$ cat config.mk
export PLATFORM = sky130hd
export DESIGN_NAME = fp_csr
export DESIGN_NICKNAME = d
export VERILOG_FILES = /design/src/rtl/fp_csr_pkg.sv /design/src/rtl/fp_csr_ctrl.sv /design/src/rtl/fp_csr_flags.sv /design/src/rtl/fp_csr_trap.sv /design/src/rtl/fp_csr_rdmux.sv /design/src/rtl/fp_csr.sv
export SDC_FILE = /design/constraint.sdc
export NUM_CORES = 1
export LEC_CHECK = 0
export BUFFER_PORTS_ARGS = -buffer_cell sky130_fd_sc_hd__buf_2
export CELL_PAD_IN_SITES_DETAIL_PLACEMENT = 0
export CELL_PAD_IN_SITES_GLOBAL_PLACEMENT = 1
export CORE_MARGIN = 3
export CORE_UTILIZATION = 21
export CTS_CLUSTER_SIZE = 14
export DETAILED_ROUTE_END_ITERATION = 6
export GPL_TIMING_DRIVEN = 0
export PLACE_DENSITY = 0.86
export SETUP_SLACK_MARGIN = 0.3
export SYNTH_ARGS = -nofsm -noshare
export SYNTH_HDL_FRONTEND = slang
export SYNTH_SLANG_ARGS = --single-unit
$ cat constraint.sdc
create_clock -name clk_i -period 1.15 [get_ports clk_i]
set_input_delay 0.115 -clock clk_i [delete_from_list [all_inputs] [get_ports clk_i]]
set_output_delay 0.115 -clock clk_i [all_outputs]
set_load 0.02 [all_outputs]
$ cat src/rtl/fp_csr_pkg.sv
package fp_csr_pkg;
  localparam int AUX_AW  = 12;
  localparam int AUX_DW  = 32;
  localparam int N_FLAGS = 5;

  localparam logic [AUX_AW-1:0] CTRL_ADDR = 12'h300;
  localparam logic [AUX_AW-1:0] STAT_ADDR = 12'h301;

  localparam int IV_EN_BIT = 0;
  localparam int DZ_EN_BIT = 1;
  localparam int RND_LSB   = 8;
  localparam int FWE_BIT   = 31;

  localparam int FLG_IV = 0;
  localparam int FLG_DZ = 1;
  localparam int FLG_OV = 2;
  localparam int FLG_UV = 3;
  localparam int FLG_IX = 4;

  typedef enum logic [1:0] {
    RND_ZERO = 2'b00,
    RND_NEAR = 2'b01,
    RND_PINF = 2'b10,
    RND_NINF = 2'b11
  } rnd_mode_e;

  typedef struct packed {
    rnd_mode_e rnd;
    logic      dz_en;
    logic      iv_en;
  } ctrl_t;

  localparam ctrl_t CTRL_RST = '{rnd: RND_NEAR, dz_en: 1'b0, iv_en: 1'b0};
endpackage

$ cat src/rtl/fp_csr_ctrl.sv
module fp_csr_ctrl
  import fp_csr_pkg::*;
#(
  parameter int DW = AUX_DW
) (
  input  logic          clk_i,
  input  logic          rst_ni,
  input  logic          wr_i,
  input  logic [DW-1:0] wdata_i,
  output ctrl_t         ctrl_o
);
  ctrl_t ctrl_q;
  ctrl_t ctrl_d;

  always_comb begin
    ctrl_d       = ctrl_q;
    ctrl_d.iv_en = wdata_i[IV_EN_BIT];
    ctrl_d.dz_en = wdata_i[DZ_EN_BIT];
    ctrl_d.rnd   = rnd_mode_e'(wdata_i[RND_LSB+:2]);
  end

  always_ff @(posedge clk_i or negedge rst_ni) begin
    if (!rst_ni)   ctrl_q <= CTRL_RST;
    else if (wr_i) ctrl_q <= ctrl_d;
  end

  logic unused_wbits;
  assign unused_wbits = ^{wdata_i[DW-1:RND_LSB+2], wdata_i[RND_LSB-1:DZ_EN_BIT+1]};

  assign ctrl_o = ctrl_q;
endmodule

$ cat src/rtl/fp_csr_flags.sv
module fp_csr_flags
  import fp_csr_pkg::*;
#(
  parameter int DW = AUX_DW,
  parameter int NF = N_FLAGS
) (
  input  logic          clk_i,
  input  logic          rst_ni,
  input  logic          wr_i,
  input  logic [DW-1:0] wdata_i,
  input  logic          op_vld_i,
  input  logic [NF-1:0] op_flags_i,
  output logic [NF-1:0] flags_o
);
  logic [NF-1:0] flags_q;
  logic [NF-1:0] flags_d;
  logic          direct_wr;

  // permission bit lives only for the write carrying it
  assign direct_wr = wr_i & wdata_i[FWE_BIT];

  for (genvar i = 0; i < NF; i++) begin : g_flag
    always_comb begin
      if (direct_wr)     flags_d[i] = wdata_i[i];
      else if (op_vld_i) flags_d[i] = flags_q[i] | op_flags_i[i];
      else               flags_d[i] = flags_q[i];
    end
  end

  always_ff @(posedge clk_i or negedge rst_ni) begin
    if (!rst_ni) flags_q <= '0;
    else         flags_q <= flags_d;
  end

  logic unused_wbits;
  assign unused_wbits = ^wdata_i[FWE_BIT-1:NF];

  assign flags_o = flags_q;
endmodule

$ cat src/rtl/fp_csr_trap.sv
module fp_csr_trap
  import fp_csr_pkg::*;
#(
  parameter int NF = N_FLAGS
) (
  input  logic          clk_i,
  input  logic          rst_ni,
  input  logic          op_vld_i,
  input  logic [NF-1:0] op_flags_i,
  input  logic          iv_en_i,
  input  logic          dz_en_i,
  output logic          trap_o
);
  logic hit;
  logic trap_q;

  assign hit = op_vld_i & ((op_flags_i[FLG_IV] & iv_en_i) | (op_flags_i[FLG_DZ] & dz_en_i));

  always_ff @(posedge clk_i or negedge rst_ni) begin
    if (!rst_ni) trap_q <= 1'b0;
    else         trap_q <= hit;
  end

  logic unused_flags;
  assign unused_flags = ^op_flags_i[NF-1:FLG_DZ+1];

  assign trap_o = trap_q;
endmodule

$ cat src/rtl/fp_csr_rdmux.sv
module fp_csr_rdmux
  import fp_csr_pkg::*;
#(
  parameter int DW = AUX_DW,
  parameter int NF = N_FLAGS
) (
  input  logic          re_i,
  input  logic          sel_ctrl_i,
  input  logic          sel_stat_i,
  input  ctrl_t         ctrl_i,
  input  logic [NF-1:0] flags_i,
  output logic [DW-1:0] rdata_o
);
  logic [DW-1:0] ctrl_img;
  logic [DW-1:0] stat_img;

  always_comb begin
    ctrl_img                = '0;
    ctrl_img[IV_EN_BIT]     = ctrl_i.iv_en;
    ctrl_img[DZ_EN_BIT]     = ctrl_i.dz_en;
    ctrl_img[RND_LSB+:2]    = ctrl_i.rnd;
    stat_img                = '0;
    stat_img[NF-1:0]        = flags_i;
  end

  always_comb begin
    rdata_o = '0;
    if (re_i && sel_ctrl_i)      rdata_o = ctrl_img;
    else if (re_i && sel_stat_i) rdata_o = stat_img;
  end
endmodule

$ cat src/rtl/fp_csr.sv
module fp_csr
  import fp_csr_pkg::*;
#(
  parameter int                AW     = AUX_AW,
  parameter int                DW     = AUX_DW,
  parameter int                NF     = N_FLAGS,
  parameter logic [AW-1:0]     A_CTRL = CTRL_ADDR,
  parameter logic [AW-1:0]     A_STAT = STAT_ADDR
) (
  input  logic          clk_i,
  input  logic          rst_ni,
  input  logic [AW-1:0] aux_addr_i,
  input  logic [DW-1:0] aux_wdata_i,
  input  logic          aux_we_i,
  input  logic          aux_re_i,
  output logic [DW-1:0] aux_rdata_o,
  input  logic          op_vld_i,
  input  logic [NF-1:0] op_flags_i,
  output logic [1:0]    rnd_mode_o,
  output logic          inv_en_o,
  output logic          dz_en_o,
  output logic          trap_req_o
);
  logic          sel_ctrl;
  logic          sel_stat;
  ctrl_t         ctrl_q;
  logic [NF-1:0] flags_q;

  assign sel_ctrl = (aux_addr_i == A_CTRL);
  assign sel_stat = (aux_addr_i == A_STAT);

  fp_csr_ctrl #(.DW(DW)) u_ctrl (
    .clk_i   (clk_i),
    .rst_ni  (rst_ni),
    .wr_i    (aux_we_i & sel_ctrl),
    .wdata_i (aux_wdata_i),
    .ctrl_o  (ctrl_q)
  );

  fp_csr_flags #(.DW(DW), .NF(NF)) u_flags (
    .clk_i      (clk_i),
    .rst_ni     (rst_ni),
    .wr_i       (aux_we_i & sel_stat),
    .wdata_i    (aux_wdata_i),
    .op_vld_i   (op_vld_i),
    .op_flags_i (op_flags_i),
    .flags_o    (flags_q)
  );

  fp_csr_trap #(.NF(NF)) u_trap (
    .clk_i      (clk_i),
    .rst_ni     (rst_ni),
    .op_vld_i   (op_vld_i),
    .op_flags_i (op_flags_i),
    .iv_en_i    (ctrl_q.iv_en),
    .dz_en_i    (ctrl_q.dz_en),
    .trap_o     (trap_req_o)
  );

  fp_csr_rdmux #(.DW(DW), .NF(NF)) u_rdmux (
    .re_i       (aux_re_i),
    .sel_ctrl_i (sel_ctrl),
    .sel_stat_i (sel_stat),
    .ctrl_i     (ctrl_q),
    .flags_i    (flags_q),
    .rdata_o    (aux_rdata_o)
  );

  assign rnd_mode_o = ctrl_q.rnd;
  assign inv_en_o   = ctrl_q.iv_en;
  assign dz_en_o    = ctrl_q.dz_en;
endmodule

==> out/results.ini <==
[cells_and_area]
drive_gt1_share_pct=66.0
nNetsFinal=208
diodes=0
seq_area_um2=254
syn_to_final_growth_pct=87.0
mostFrequentLayoutCell=buf_4
n_fill_cell=354
multi_input_area_um2=483
final_cell_mix=buf_4, buf_2, conb_1
design_area_um2=1440

[place]
pre_cts_slack_ns=-0.253
io_buffer_count=40
placed_area_um2=1140
place_congestion=0.767

[worst_setup_path]
cp.required_ns=1.03
start_kind=primary input
crit_path_end_kind=output port
ff2ff_setup_slack_ns=0.14
path_class=primary input to output port
reg2reg_to=u_trap.trap_o$_DFF_PN0_
r2r_cells=5
worstReg2RegStart=u_ctrl.ctrl_o[0]$_DFFE_PN0P_
worstPathArrival_ns=1.21
cp_max_fo=4

[global_routing]
groute.usage.overall_pct=8.47
grt_max_degree=11
grt_pass1_wl_um=2760
grt-ovfl-total=0
antenna_found_initial=0
grt_pass1_vias=622

[status]
failed_checks=negative setup slack
outcome=finished with violations

[die]
boundaryPins=91
fp.dieH_um=66.5
fp.dieW_um=66.5
dieArea_um2=4420
fp-row-count=21
start_util_pct=22.3
coreArea_um2=3440

[clock_tree]
cts_tree=yes
clock_latency_ns=0.23
cts_max_path_buffers=2
htree_levels=1
cts_num_sinks=10
cts_buffers=3
root_buffer=clkbuf_8
clk_pin_slew_worst_paths_ns=0.05

[synthesis]
synth_mux_area_share_pct=15.1
yosys.area_share.simple_pct=19.9
yosysWarningCount=0
synth_compound_area_share_pct=4.23
syn_area_per_cell_um2=10.1
ys_seq_area_share_pct=32.7
synth_top_family_by_area=buffers and inverters
synth_fa_ha_area_share_pct=0
synthCells=76
synth_xor_xnor_area_share_pct=0
synth-seq-cells=10
synthesis.area_um2=768
synth_cell_types=21

[timing]
tns_ns=-1.03
setup_viol=7
finalMaxSlewViolations=0
rsz0062_at_grt=true
min_period_over_period_pct=115
layout_setup_ws_ns=-0.173
period_needed_ns=1.32
finalHoldViolCount=0
clock.fmax_ghz=0.756
timing.clock.skew_ns=0.00107

[hold_path]
whs_endpoint=u_flags.flags_o[2]$_DFFE_PN0P_
hold_path.startpoint=aux_wdata_i[2]
min-delay-path-class=primary input to register
whs_path_depth=3

[detailed_routing]
initialDrtViolationCount=8
firstDrtPassIters=3
antenna_left=0
drc_errors=0
vias=721
finalWirelength_um=2030
vias_per_cell=3.62
detail_route.wl_per_cell_um=10.2

[power]
power_mw=1.04
clock_power_share_pct=41.1
power_density_nw_per_um2=726
pwr-share-comb_pct=24.9
seq_power_share_pct=34.0
internal-power_mw=0.775
power.switching_mw=0.267
power_leakage_nw=0.806
max-vdd-ir-drop_mv=0.415
switching_share_pct=25.6

[flow_run]
maxCapViolations=0

-- flip-flops by register name (all words and copies together) (netlist names) --
register / count
u_ctrl.ctrl_o: 4
u_flags.flags_o: 5
u_trap.trap_o: 1
-- power groups by stage --
stage	Combinational [mW]	Clock [mW]	Sequential (mW)
2_1_floorplan	0.161	0	0.361
3_3_place_gp	0.230	0	0.360
3_5_place_dp	0.232	0	0.360
4_1_cts	0.250	0.441	0.354
5_1_grt	0.281	0.464	0.354
6_report	0.259	0.428	0.355
-- critical path, stage by stage --
cell and delay (ns):
buf_6 0.09, nor4_4 0.35, nand4_1 0.15, buf_6 0.15, nor3b_4 0.20, buf_6 0.14
-- through the flow --
stage          hold WS, ns  util (%)  cells
2_1_floorplan       -0.181         -    100
3_3_place_gp       -0.0161      33.1    186
3_5_place_dp       -0.0113      33.1    186
4_1_cts              0.113      39.0    194
5_1_grt              0.119      41.7    199
6_report             0.116      41.7    199
-- routing by layer --
layer  vias to the layer above  wire (um)  global-route usage [%]
met5                         -          0                       0
met4                         0          0                   0.761
met3                         0        236                    4.05
met2                        43       1030                    15.4
met1                       311        757                    9.18
li1                        367          -                       -
-- cells in the mapped netlist --
| library cell | instances | share of area (%) |
|---|---|---|
| nor2b_1 | 2 | 1.6 |
| nor3b_1 | 2 | 2.0 |
| mux2_2 | 5 | 7.3 |
| a21oi_1 | 5 | 3.3 |
| a22oi_1 | 1 | 0.98 |
| nand4_1 | 1 | 0.81 |
| dfstp_2 | 1 | 3.4 |
| nand4_2 | 2 | 3.3 |
| dfrtp_1 | 9 | 29 |
| nor4_4 | 1 | 2.8 |
| nor2_1 | 1 | 0.49 |
| mux2i_1 | 6 | 7.8 |
| conb_1 | 1 | 0.49 |
| buf_2 | 1 | 0.65 |
| inv_1 | 5 | 2.4 |
| and3_2 | 1 | 0.98 |
| and4bb_2 | 1 | 1.6 |
| buf_4 | 25 | 24 |
| and4_1 | 3 | 3.4 |
| nor3_2 | 1 | 1.3 |
| and3_1 | 2 | 1.6 |
-- worst max path at each step --
stage / startpoint / slack [ns] / cells past startpoint / end
6_report: aux_addr_i[3] / -0.17 / 6 / aux_rdata_o[8]
2_1_floorplan: aux_addr_i[3] / -0.01 / 3 / aux_rdata_o[8]
5_1_grt: aux_addr_i[3] / -0.21 / 6 / aux_rdata_o[8]
3_3_place_gp: aux_addr_i[3] / -0.23 / 5 / aux_rdata_o[4]
4_1_cts: aux_addr_i[4] / -0.17 / 5 / aux_rdata_o[8]
3_5_place_dp: aux_addr_i[3] / -0.25 / 5 / aux_rdata_o[8]
-- kinds of logic after synthesis --
group,count (synthesis)
AND/OR/NAND/NOR,17
other,1
buffers and inverters,31
AO/OA/AOI/OAI,6
multiplexers,11
flip-flops,10
-- layout make-up --
class / count / share of cell area, %
multi-input cells: 59 / 33.6
repair buffers: 49 / 26.1
flip-flops and latches: 10 / 17.7
plain buffers: 26 / 13.4
well taps: 46 / 4.01
clock buffers: 4 / 3.83
inverters: 5 / 1.31
-- timing repair --
action	4_1_cts	5_1_grt
hold buffers	1	0
endpoints found under the setup margin	21	22
setup buffers	3	5
endpoints found under the hold margin	10	0
pin swaps	7	6
resized for setup	32	13
Note: power is estimated with default switching activity, not from simulation.
